===== src/rtl/usbp_pkg.sv =====
package usbp_pkg;

  localparam int B_CCS  = 0;
  localparam int B_PED  = 1;
  localparam int B_PR   = 4;
  localparam int B_LS   = 5;
  localparam int LS_W   = 4;
  localparam int B_PWR  = 9;
  localparam int B_LWS  = 16;
  localparam int B_CSC  = 17;
  localparam int ST_TOP = 18;

  localparam logic [LS_W-1:0] LS_RXDET = 4'd5;

  typedef enum logic [LS_W-1:0] {
    PS_EN   = 4'd0,
    PS_RST  = 4'd3,
    PS_DIS  = 4'd4,
    PS_DISC = 4'd5,
    PS_POLL = 4'd7
  } pst_e;

  typedef struct packed {
    logic            dis_req;
    logic            rst_req;
    logic            pwr_we;
    logic            pwr_val;
    logic            ls_we;
    logic [LS_W-1:0] ls_val;
    logic            csc_clr;
  } swreq_t;

endpackage


===== src/rtl/usbp_regif.sv =====
module usbp_regif
  import usbp_pkg::*;
#(
  parameter int ADDR_W = 4,
  parameter int DATA_W = 32,
  parameter int PM_W   = 17,
  parameter int ST_OFS = 0,
  parameter int PM_OFS = 4
) (
  input  logic              clk,
  input  logic              rst,
  input  logic              bus_wr,
  input  logic              bus_rd,
  input  logic [ADDR_W-1:0] bus_addr,
  input  logic [DATA_W-1:0] bus_wdata,
  output logic [DATA_W-1:0] bus_rdata,
  output logic              bus_rvalid,
  output swreq_t            wreq,
  output logic              pm_we,
  input  logic [PM_W-1:0]   pm_q,
  input  logic              ccs,
  input  logic              ped,
  input  logic              prst,
  input  pst_e              st,
  input  logic              pwr,
  input  logic              csc
);

  localparam int IDX_W = ADDR_W - 2;
  localparam logic [IDX_W-1:0] ST_IDX = IDX_W'(ST_OFS / 4);
  localparam logic [IDX_W-1:0] PM_IDX = IDX_W'(PM_OFS / 4);

  logic              aligned;
  logic              sel_st;
  logic              sel_pm;
  logic [DATA_W-1:0] st_word;
  logic [DATA_W-1:0] pm_word;
  logic              unused_wbits;

  assign aligned = (bus_addr[1:0] == 2'b00);
  assign sel_st  = aligned && (bus_addr[ADDR_W-1:2] == ST_IDX);
  assign sel_pm  = aligned && (bus_addr[ADDR_W-1:2] == PM_IDX);

  assign unused_wbits = ^bus_wdata[DATA_W-1:ST_TOP];

  always_comb begin
    wreq         = '0;
    if (bus_wr && sel_st) begin
      wreq.dis_req = bus_wdata[B_PED];
      wreq.rst_req = bus_wdata[B_PR];
      wreq.pwr_we  = 1'b1;
      wreq.pwr_val = bus_wdata[B_PWR];
      wreq.ls_we   = bus_wdata[B_LWS];
      wreq.ls_val  = bus_wdata[B_LS +: LS_W];
      wreq.csc_clr = bus_wdata[B_CSC];
    end
  end

  assign pm_we = bus_wr && sel_pm;

  always_comb begin
    st_word                 = '0;
    st_word[B_CCS]          = ccs;
    st_word[B_PED]          = ped;
    st_word[B_PR]           = prst;
    st_word[B_LS +: LS_W]   = st;
    st_word[B_PWR]          = pwr;
    st_word[B_CSC]          = csc;
  end

  assign pm_word = {{(DATA_W-PM_W){1'b0}}, pm_q};

  always_ff @(posedge clk) begin
    if (rst) begin
      bus_rdata  <= '0;
      bus_rvalid <= 1'b0;
    end else begin
      bus_rvalid <= bus_rd;
      if (bus_rd) begin
        if (sel_st)      bus_rdata <= st_word;
        else if (sel_pm) bus_rdata <= pm_word;
        else             bus_rdata <= '0;
      end
    end
  end

endmodule


===== src/rtl/usbp_pmw.sv =====
module usbp_pmw #(
  parameter int DATA_W = 32,
  parameter int TMO_W  = 8,
  parameter int PM_W   = 2 * TMO_W + 1
) (
  input  logic              clk,
  input  logic              rst,
  input  logic              we,
  input  logic [DATA_W-1:0] wdata,
  output logic [PM_W-1:0]   pm_q
);

  logic [TMO_W-1:0] u1_tmo;
  logic [TMO_W-1:0] u2_tmo;
  logic             lpm_flag;

  always_ff @(posedge clk) begin
    if (rst) begin
      u1_tmo   <= '0;
      u2_tmo   <= '0;
      lpm_flag <= 1'b0;
    end else if (we) begin
      u1_tmo   <= wdata[TMO_W-1:0];
      u2_tmo   <= wdata[2*TMO_W-1:TMO_W];
      lpm_flag <= wdata[2*TMO_W];
    end
  end

  assign pm_q = {lpm_flag, u2_tmo, u1_tmo};

endmodule


===== src/rtl/usbp_fsm.sv =====
module usbp_fsm
  import usbp_pkg::*;
#(
  parameter bit IS_USB3 = 1'b1,
  parameter bit PWR_RST = 1'b0
) (
  input  logic   clk,
  input  logic   rst,
  input  swreq_t wreq,
  input  logic   attach_i,
  input  logic   fault_i,
  input  logic   rst_done_i,
  input  logic   rst_fail_i,
  input  logic   train_ok_i,
  output pst_e   st_q,
  output logic   pwr_q,
  output logic   conn_q,
  output logic   csc_q,
  output logic   ped,
  output logic   prst
);

  pst_e nxt;
  pst_e attach_st;
  logic lt_done;
  logic rxdet_req;

  generate
    if (IS_USB3) begin : g_ss
      assign attach_st = PS_POLL;
      assign lt_done   = train_ok_i;
      assign rxdet_req = wreq.ls_we && (wreq.ls_val == LS_RXDET);
    end else begin : g_hs
      assign attach_st = PS_DIS;
      assign lt_done   = 1'b0;
      assign rxdet_req = 1'b0;
    end
  endgenerate

  always_ff @(posedge clk) begin
    if (rst) begin
      pwr_q  <= PWR_RST;
      conn_q <= 1'b0;
      csc_q  <= 1'b0;
    end else begin
      if (wreq.pwr_we) pwr_q <= wreq.pwr_val;
      conn_q <= attach_i;
      if (attach_i != conn_q) csc_q <= 1'b1;
      else if (wreq.csc_clr)  csc_q <= 1'b0;
    end
  end

  always_comb begin
    nxt = st_q;
    if (!pwr_q || !conn_q) begin
      nxt = PS_DISC;
    end else if (st_q != PS_DISC && fault_i) begin
      nxt = PS_DIS;
    end else if (st_q != PS_DISC && wreq.rst_req) begin
      nxt = PS_RST;
    end else begin
      case (st_q)
        PS_DISC: nxt = attach_st;
        PS_POLL: if (lt_done) nxt = PS_EN;
        PS_EN:   if (wreq.dis_req) nxt = PS_DIS;
        PS_DIS:  if (rxdet_req) nxt = PS_DISC;
        PS_RST: begin
          if (rst_done_i)      nxt = PS_EN;
          else if (rst_fail_i) nxt = PS_DIS;
        end
        default: nxt = PS_DISC;
      endcase
    end
  end

  always_ff @(posedge clk) begin
    if (rst) st_q <= PS_DISC;
    else     st_q <= nxt;
  end

  assign ped  = pwr_q && (st_q == PS_EN);
  assign prst = pwr_q && (st_q == PS_RST);

endmodule


===== src/rtl/usb_port_ctl.sv =====
module usb_port_ctl
  import usbp_pkg::*;
#(
  parameter int ADDR_W  = 4,
  parameter int DATA_W  = 32,
  parameter int TMO_W   = 8,
  parameter bit IS_USB3 = 1'b1,
  parameter bit PWR_RST = 1'b0,
  parameter int ST_OFS  = 0,
  parameter int PM_OFS  = 4
) (
  input  logic              clk,
  input  logic              rst,
  input  logic              bus_wr,
  input  logic              bus_rd,
  input  logic [ADDR_W-1:0] bus_addr,
  input  logic [DATA_W-1:0] bus_wdata,
  output logic [DATA_W-1:0] bus_rdata,
  output logic              bus_rvalid,
  input  logic              attach_i,
  input  logic              fault_i,
  input  logic              rst_done_i,
  input  logic              rst_fail_i,
  input  logic              train_ok_i
);

  localparam int PM_W = 2 * TMO_W + 1;

  swreq_t          wreq;
  logic            pm_we;
  logic [PM_W-1:0] pm_q;
  pst_e            st_q;
  logic            pwr_q;
  logic            conn_q;
  logic            csc_q;
  logic            ped;
  logic            prst;
  logic            ccs;

  assign ccs = conn_q && pwr_q;

  usbp_regif #(
    .ADDR_W (ADDR_W),
    .DATA_W (DATA_W),
    .PM_W   (PM_W),
    .ST_OFS (ST_OFS),
    .PM_OFS (PM_OFS)
  ) u_regif (
    .clk        (clk),
    .rst        (rst),
    .bus_wr     (bus_wr),
    .bus_rd     (bus_rd),
    .bus_addr   (bus_addr),
    .bus_wdata  (bus_wdata),
    .bus_rdata  (bus_rdata),
    .bus_rvalid (bus_rvalid),
    .wreq       (wreq),
    .pm_we      (pm_we),
    .pm_q       (pm_q),
    .ccs        (ccs),
    .ped        (ped),
    .prst       (prst),
    .st         (st_q),
    .pwr        (pwr_q),
    .csc        (csc_q)
  );

  usbp_pmw #(
    .DATA_W (DATA_W),
    .TMO_W  (TMO_W),
    .PM_W   (PM_W)
  ) u_pmw (
    .clk   (clk),
    .rst   (rst),
    .we    (pm_we),
    .wdata (bus_wdata),
    .pm_q  (pm_q)
  );

  usbp_fsm #(
    .IS_USB3 (IS_USB3),
    .PWR_RST (PWR_RST)
  ) u_fsm (
    .clk        (clk),
    .rst        (rst),
    .wreq       (wreq),
    .attach_i   (attach_i),
    .fault_i    (fault_i),
    .rst_done_i (rst_done_i),
    .rst_fail_i (rst_fail_i),
    .train_ok_i (train_ok_i),
    .st_q       (st_q),
    .pwr_q      (pwr_q),
    .conn_q     (conn_q),
    .csc_q      (csc_q),
    .ped        (ped),
    .prst       (prst)
  );

endmodule


===== config.mk =====
export PLATFORM = sky130hd
export DESIGN_NAME = usb_port_ctl
export DESIGN_NICKNAME = d
export VERILOG_FILES = /design/src/rtl/usbp_pkg.sv /design/src/rtl/usbp_regif.sv /design/src/rtl/usbp_pmw.sv /design/src/rtl/usbp_fsm.sv /design/src/rtl/usb_port_ctl.sv
export SDC_FILE = /design/constraint.sdc
export NUM_CORES = 1
export LEC_CHECK = 0
export BUFFER_PORTS_ARGS = -buffer_cell sky130_fd_sc_hd__buf_4
export CORE_ASPECT_RATIO = 1.1
export CORE_MARGIN = 1.5
export CORE_UTILIZATION = 25
export DETAILED_ROUTE_END_ITERATION = 7
export PLACE_DENSITY = 0.45
export SLEW_MARGIN = 20
export SYNTH_ARGS = -nofsm -noshare
export SYNTH_HDL_FRONTEND = slang
export SYNTH_SLANG_ARGS = --single-unit

===== constraint.sdc =====
create_clock -name clk -period 2.7 [get_ports clk]
set_input_delay 0.54 -clock clk [delete_from_list [all_inputs] [get_ports clk]]
set_output_delay 0.54 -clock clk [all_outputs]
set_load 0.05 [all_outputs]

# After elaboration in Yosys (flattened, before gate mapping)
# Index checks and enable logic that the tools add are counted.
# classes
n_eq_ne,20
muxes,13
n_reduce_logical,23
# ops
cell,n
$mux W32,1
$mux W4,5
$pmux W4 S5,1
$mux W17,1
$eq A4 B3 Y1 const B,4
$reduce_and A4 Y1,3
$logic_and A1 B1 Y1,10
$mux W10,1
$ne A4 B1 Y1 const B,2
$ne A4 B3 Y1 const B,2
$ne A3 B1 Y1 const B,2
$ne A5 B3 Y1 const B,1
$eq A4 B2 Y1 const B,1
$logic_not A2 Y1,2
$logic_not A4 Y1,1
$ne A2 B1 Y1 const B,2
$ne A4 B2 Y1 const B,1
$reduce_or A4 Y1,1
$mux W1,3
$mux W3,1
$ne A3 B2 Y1 const B,1
$ne A3 B3 Y1 const B,1
$reduce_or A3 Y1,1
$eq A2 B1 Y1 const B,1
other kinds (6),7
# totals
regBits,57
input_bits,45
output_inout_bits,33

# Longest topological paths before layout
# Gate-level depths: netlist (run 1).
# logic_depth
depth_word,10
ltp_mapped,6
mapped_depth_nobuf,5

# Modules after synthesis
# From an unflattened synthesis (run 1), not the netlist that was laid out.
# unflattened
hier_cells,206
area_unflattened_um2,1938.1
# modules_own_cells
mod,n_inst,cells_per_inst,area_per_inst_um2,seq_area_each_um2
usbp_regif,1,102,915.9,380.4
usbp_pmw,1,56,621.8,340.3
usbp_fsm,1,47,394.1,120.1
usb_port_ctl,1,1,6.3,0.0

# Least setup slack after synthesis (run 1)
# Ideal clock, no wire load.
# synth_timing
path_kind,in2reg
startpoint,input bus_addr[1]
endpoint,register u_fsm.st_q[0]
setup_time_ns,0.124
arrival_ns,1.503
t_required_ns,2.576
path_slack_ns,1.072
cell_stages,6
cell_sequence,nor4_4 > and2_0 > buf_4 > a211o_1 > and3_1 > nor3_1
# synth_via
elab_chain_cells,8
# synth_rtl
item,line,rtl
from (decl),usb_port_ctl.sv:16,"input logic [ADDR_W-1:0] bus_addr,"
$logic_not A2 Y1 (*),usbp_regif.sv:40,assign aligned = (bus_addr[1:0] == 2'b00);
$logic_and A1 B1 Y1 (*),usbp_regif.sv:41,assign sel_st = aligned && (bus_addr[ADDR_W-1:2] == ST_IDX);
$logic_and A1 B1 Y1 (*),usbp_regif.sv:48,if (bus_wr && sel_st) begin
$mux W10 (*),usbp_regif.sv:48,
$eq A4 B3 Y1,usbp_fsm.sv:32,assign rxdet_req = wreq.ls_we && (wreq.ls_val == LS_RXDET);
$logic_and A1 B1 Y1,usbp_fsm.sv:32,
$ne A4 B1 Y1 (no source line),--,
$reduce_and A4 Y1 (no source line),--,
to (signal assigned),usbp_fsm.sv:78,else st_q <= nxt;
to (decl),usbp_fsm.sv:15,"output pst_e st_q,"
# Mark *: on every way between the ends. The rest lies on a longest branch, timed or not.
# A chain may end at the register's enable or synchronous reset.

# Final worst setup path (run 1)
# layout_timing
startpoint,input bus_addr[1]
endpoint,register u_pmw.u1_tmo[5]
# layout_via
elab_chain_cells,3
# layout_rtl
item,line,rtl
$logic_not A2 Y1,usbp_regif.sv:40,
$logic_and A1 B1 Y1,usbp_regif.sv:42,assign sel_pm = aligned && (bus_addr[ADDR_W-1:2] == PM_IDX);
$logic_and A1 B1 Y1,usbp_regif.sv:59,assign pm_we = bus_wr && sel_pm;
to (signal assigned),usbp_pmw.sv:23,u1_tmo <= wdata[TMO_W-1:0];
to (decl),usbp_pmw.sv:13,logic [TMO_W-1:0] u1_tmo;
# Every way passes these cells.

==> results of run 1 <==
-- cells by family (layout without fill, tap and decap cells) --
| logic type | Yosys count | count (layout) | share of synthesized area, % |
|---|---|---|---|
| mux | 1 | 1 | 0.548 |
| xor+xnor | 1 | 1 | 0.480 |
| compound gates | 52 | 52 | 17.3 |
| flops | 42 | 42 | 46.0 |
| buf+inv | 31 | 63 | 10.2 |
| other cells | 1 | 14 | 0.205 |
| simple gates | 90 | 90 | 25.3 |
-- layout by cell type, fill, tap and decap left out, types with 2 or more instances in the layout --
cell,netlist,layout
a22oi_1,3,3
nand2_1,41,41
a211oi_1,5,5
buf_4,16,52
nand3_1,12,12
a21oi_1,31,31
nor2b_1,2,2
nor4b_1,2,2
dfxtp_1,42,42
nand3b_1,2,2
nor2_1,10,10
clkbuf_8,0,5
nand2b_1,11,11
inv_1,3,3
a21boi_0,2,2
o21ai_0,3,3
nor3_1,2,2
conb_1,1,14
-- critical path, stage by stage --
cell     delay (ns)
buf_4          0.13
nor4b_4        0.55
nand2_1        0.52
nand2_1        0.19
a21oi_1        0.08
-- power groups by stage --
stage | Combinational (mW) | Clock (mW) | Sequential, mW
after floorplan | 0.0979 | 0 | 0.672
after global placement | 0.162 | 0 | 0.652
after detailed placement | 0.163 | 0 | 0.652
after CTS | 0.164 | 0.422 | 0.637
after global routing | 0.173 | 0.447 | 0.639
final | 0.161 | 0.400 | 0.637
-- cell usage after synthesis (2+ instances only) --
cell,number
o21ai_0,3
nor2b_1,2
a211oi_1,5
nor4b_1,2
a21oi_1,31
buf_4,16
a22oi_1,3
nor2_1,10
nand3b_1,2
nor3_1,2
nand2_1,41
inv_1,3
nand2b_1,11
nand3_1,12
a21boi_0,2
buf_2,2
buf_1,2
dfxtp_1,42
clkbuf_1,7
-- worst min path at each step --
stage               startpoint              end  slack [ns]
2_1_floorplan  u_pmw.u1_tmo[1]  u_pmw.u1_tmo[1]        0.43
3_3_place_gp   u_pmw.u2_tmo[2]  u_pmw.u2_tmo[2]        0.45
3_5_place_dp   u_pmw.u2_tmo[2]  u_pmw.u2_tmo[2]        0.45
4_1_cts        u_pmw.u2_tmo[5]  u_pmw.u2_tmo[5]        0.46
5_1_grt        u_pmw.u2_tmo[0]  u_pmw.u2_tmo[0]        0.48
6_report       u_pmw.u2_tmo[2]  u_pmw.u2_tmo[2]        0.46
-- flip-flops by register name, summed over array words and instances, names as in the netlist --
name                count
u_fsm.pwr_q             1
u_fsm.st_q              3
u_pmw.u1_tmo            8
u_pmw.lpm_flag          1
u_fsm.conn_q            1
u_regif.bus_rdata      18
u_fsm.csc_q             1
u_regif.bus_rvalid      1
u_pmw.u2_tmo            8
-- metrics by stage --
stage / area, sq um / hold slack, ns / power (mW) / worst slack (ns)
2_1_floorplan: 1880 / 0.431 / 0.770 / 1.07
3_3_place_gp: 2200 / 0.445 / 0.814 / 0.465
3_5_place_dp: 2200 / 0.447 / 0.815 / 0.468
4_1_cts: 2290 / 0.459 / 1.22 / 0.776
5_1_grt: 2290 / 0.477 / 1.26 / 0.684
6_report: 2290 / 0.457 / 1.20 / 0.848
-- final cells by class --
| class | instances | area [sq um] |
|---|---|---|
| Timing Repair Buffer | 52 | 390 |
| Sequential cell | 42 | 841 |
| Multi-Input combinational cell | 158 | 848 |
| Tap cell | 85 | 106 |
| Clock inverter | 3 | 21.3 |
| Fill cell | 796 | 4760 |
| Inverter | 3 | 11.3 |
| Clock buffer | 5 | 68.8 |
-- layer usage --
metal | share of wire, % | vias up | global-route usage (%)
met5 | 0 | - | 0
met4 | 1.3 | 0 | 4.44
met3 | 4.8 | 4 | 3.12
met2 | 44 | 41 | 16.6
met1 | 49 | 682 | 14.9
li1 | - | 803 | -
==> metrics.md, run 1 <==
| Metric | Value |
|---|---|
| Drt drc | `0` |
| Slew headroom | `59.5%` |
| Asr flop ratio synth | `0%` |
| Comb pwr share | `13.5%` |
| # nets final | `307` |
| R2r startpoint | `u_fsm.st_q[2]` |
| Switching power total | `~330 uW` |
| Post-synth EDFFs | `0` |
| Tightest Hold Check Type | `flip-flop to flip-flop` |
| R2r setup slk | `between 1 and 1.5 ns` |
| Internal cell power | `864 uW` |
| Latest clock arrival within the worst-skew pair | `0.29 ns` |
| Initial antenna violation count | `0` |
| Fraction of power consumed by sequential logic | `53.1%` |
| Global route overflow | `0` |
| Die ar. | `7830 sq um` |
| # clock sinks | `42` |
| Die Height | `92.7 um` |
| GR Util All Layers | `11.1%` |
| Post-Route Skew | `0.00714 ns` |
| Die Span X | `84.5 um` |
| Post-cts resize count | `0` |
| DRT Pass-1 Iters | `4` |
| Setup TNS | `0 ns` |
| Cts bufs inserted | `5` |
| CP arrival | `2.02 ns` |
| Primary FF master, synth | `dfxtp_1` |
| Max Freq | `540 MHz` |
| Layout cells sized above 1 | `23.6%` |
| Power density over the cells | `around 520 nW/um^2` |
| Max-cap violation count | `0` |
| First-pass GRT wire length | `between 6000 and 7000 um` |
| H-tree levels | `2` |
| Leakage | `0.870 nW` |
| Crit path from | `bus_addr[1]` |
| Slew @ Worst Pin | `between 0.6 and 0.7 ns` |
| Worst setup EP type | `flip-flop` |
| Max FO, Critical Path | `17` |
| Max Buffers Root-to-Sink | `2` |
| Dpl cells | `between 300 and 400` |
| Largest net degree at the start of global routing | `between 40 and 50` |
| CORE AREA | `7050 sq um` |
| Hold Violations, Final | `0` |
| Rows | `32` |
| Clock power share | `between 30 and 40%` |
| Worst Setup EP | `u_pmw.u1_tmo[5]` |
| Largest cells by area after synthesis | `dfxtp_1 46%, a21oi_1 8.5%, nand2_1 8.4%` |
| Vias in the first global route | `1367` |
| Switching Share | `27.9%` |
| Antenna diode count | `0` |
| Critical path launch point type | `input port` |
| Synth Warn # | `0` |
| Post-synth top area share | `46.0%` |
| R2R cell count | `5` |
| Status | `finished, final reports clean` |
| ANT nets after route | `0` |
| Synthesized instance count | `218` |
| RePlAce Congestion | `0.799` |
| Final min period | `roughly 1.9 ns` |
| Starting Density | `25.9%` |
| Non-Filler Instances | `roughly 350` |
| Setup Fix Bufs, Post-CTS | `0` |
| Port bufs | `49` |
| CTS tree | `yes` |
| Reg clk slew, reported paths | `0.08 ns` |
| VDD IR-drop max | `~210 uV` |
| Vias per cell | `4.40` |
| Starting DRT DRC Count | `24` |
| Ports | `approximately 80` |
| Mapped Area | `about 1800 sq um` |
| DP HPWL | `3100 um` |
| Synth area leader | `dfxtp_1` |
| WL final | `between 4000 and 5000 um` |
| Layout overhead on the synthesized area | `25.2%` |
| Seq/Total Area, Yosys | `46.0%` |
| Crit share post-route | `68.6%` |
| Slew Viols, Final | `0` |
| RSZ-0062 raised after global routing | `false` |
| Final setup viols | `0` |
| Flops & latches, synth | `42` |
| WL per Instance | `12.3 um` |
| Cts hold-fix bufs | `0` |
| Util after Layout | `between 30% and 40%` |
| Synth cell types | `39` |
| Via count | `1530` |
| Hold depth | `2` |
| Crit path kind | `input port to flip-flop` |
| Mapped Avg Cell Area | `8.38 sq um` |
| Root Driver | `clkbuf_8` |
| Required time of the critical path | `2.86 ns` |
| Worst R2R End | `u_fsm.st_q[0]` |
No activity file was read; power rests on OpenSTA's default activity.
==> run 2: changes to the inputs <==
- clock period: 2.7 -> 1.8 ns (I/O delays scaled with it)
==> run 2 against run 1 <==
Final cell count grew 1.7%. Global-route usage grew 0.74 points. Power grew 76%. Final area grew 4.8%. Die area is the same. Largest power group unchanged.
==> metrics.md, run 2 (synthesis gave the netlist of run 1 again) <==
| Metric | Value |
|---|---|
| Status | `finished, final reports clean` |
| Setup Fix Bufs, Post-CTS | `0` |
| Final setup viols | `0` |
| Die ar. | `about 8000 sq um` |
| # clock sinks | `42` |
| Rows | `32` |
| Layout cells sized above 1 | `25.3%` |
| Setup TNS | `0 ns` |
| Largest net degree at the start of global routing | `40` |
| GR Util All Layers | `11.8%` |
| Starting Density | `25.9%` |
| Leakage | `0.928 nW` |
| Ports | `78` |
| ANT nets after route | `0` |
| Min-delay src | `attach_i` |
| Crit path kind | `input port to flip-flop` |
| DRT Pass-1 Iters | `4` |
| Required time of the critical path | `1.98 ns` |
| Max reg flops | `18` |
| Max Freq | `688 MHz` |
| Met3 wire length | `218 um` |
| Cts bufs inserted | `5` |
| Port bufs | `slightly below 50` |
| Cts hold-fix bufs | `0` |
| Antenna diode count | `0` |
| VDD IR-drop max | `~320 uV` |
| RePlAce Congestion | `0.752` |
| Root Driver | `clkbuf_8` |
| RSZ-0062 raised after global routing | `false` |
| Max FO, Critical Path | `5` |
| DP HPWL | `about 3200 um` |
| Latest clock arrival within the worst-skew pair | `0.29 ns` |
| Vias in the first global route | `1429` |
| Top flop regs | `u_regif.bus_rdata x18, u_pmw.u1_tmo x8, u_pmw.u2_tmo x8` |
| Global route overflow | `0` |
| CP arrival | `~1.6 ns` |
| Slew Viols, Final | `0` |
| Routed wl met2 | `1910 um` |
| Starting DRT DRC Count | `69` |
| Post-cts resize count | `0` |
| Commonest non-fill, non-tap cells in the layout | `57 x buf_4, 42 x dfxtp_1, 41 x nand2_1` |
| H-tree levels | `2` |
| Post-route cell area | `2400 sq um` |
| Drt drc | `0` |
| Final min period | `1.45 ns` |
| Most flops, register | `u_regif.bus_rdata` |
| WL per Instance | `12.4 um` |
| Vias per cell | `roughly 4.4` |
| Crit share post-route | `80.8%` |
| CORE AREA | `7050 sq um` |
| Layout overhead on the synthesized area | `31.2%` |
| Max-cap violation count | `0` |
| Max Buffers Root-to-Sink | `2` |
| Tightest Hold Check Type | `input port to flip-flop` |
| Placed Instance Area | `2250 sq um` |
| Most common cell after layout, fill and taps aside | `buf_4` |
| Worst hold slack | `0.303 ns` |
| Post-Route Skew | `0.00543 ns` |
| Power density over the cells | `881 nW/um^2` |
| Via count | `between 1500 and 2000` |
| Critical path launch point type | `input port` |
| Highest Signal Layer | `met4` |
| Die Span X | `84.5 um` |
| CTS tree | `yes` |
| R2r startpoint | `u_fsm.st_q[2]` |
| Die Height | `92.7 um` |
| # nets final | `313` |
| Worst setup EP type | `flip-flop` |
| First-pass GRT wire length | `approximately 7300 um` |
| Filler cell count | `784` |
| Initial antenna violation count | `0` |
| Metal1 wirelength | `2180 um` |
| Reg clk slew, reported paths | `0.08 ns` |
| Hold Violations, Final | `0` |
| Crit path from | `bus_addr[1]` |
| WL final | `4380 um` |
run 2: cell types whose count changed in the layout (fill, tap and decap cells not counted):
| cell | previous run | this run |
|---|---|---|
| buf_12 | 0 | 1 |
| buf_4 | 52 | 57 |
| bufinv_16 | 0 | 2 |
| clkbuf_8 | 5 | 6 |
| clkinv_2 | 1 | 0 |
| clkinv_4 | 1 | 0 |
| clkinvlp_4 | 1 | 0 |
run 2: area by class of cell:
type | count | area, sq um | share of cell area [%]
clock inverters | 2 | 60.1 | 2.51
multi-input cells | 158 | 848 | 35.4
well taps | 85 | 106 | 4.44
inverters | 3 | 11.3 | 0.470
clock buffers | 6 | 82.6 | 3.44
repair buffers | 58 | 448 | 18.7
flip-flops and latches | 42 | 841 | 35.1
run 2: final timing paths:
path                                        end  slack (ns)  depth (start not counted)
worst max-delay path              u_fsm.st_q[0]        0.35                          6
worst min-delay path               u_fsm.conn_q        0.30                          2
worst max register to register    u_fsm.st_q[0]        0.44                          5
worst min register to register  u_pmw.u1_tmo[4]        0.46                          2
run 2: through the flow:
stage	util (%)	cells	setup slack [ns]	power (mW)
2_1_floorplan	-	231	0.352	1.15
3_3_place_gp	32.0	346	0.0121	1.23
3_5_place_dp	32.0	346	0.0162	1.23
4_1_cts	34.0	354	0.331	2.15
5_1_grt	34.0	354	0.232	2.20
6_report	34.0	354	0.346	2.11
run 2: worst max-delay path: stages:
cell,delay (ns)
buf_4,0.13
nor4_4,0.36
and2_0,0.35
a211o_1,0.22
and3_1,0.16
nor3_1,0.05
run 2: where the power goes:
group	switching (mW)	total [mW]	internal, mW
Sequential	0.00957	0.956	0.946
Clock	0.318	0.909	0.591
Combinational	0.165	0.247	0.0819
Total	0.493	2.11	1.62
run 2: routing by layer:
| metal | vias up | track usage, % |
|---|---|---|
| met5 | - | 0 |
| met4 | 0 | 4.84 |
| met3 | 6 | 2.85 |
| met2 | 46 | 17.1 |
| met1 | 692 | 16.7 |
| li1 | 821 | - |
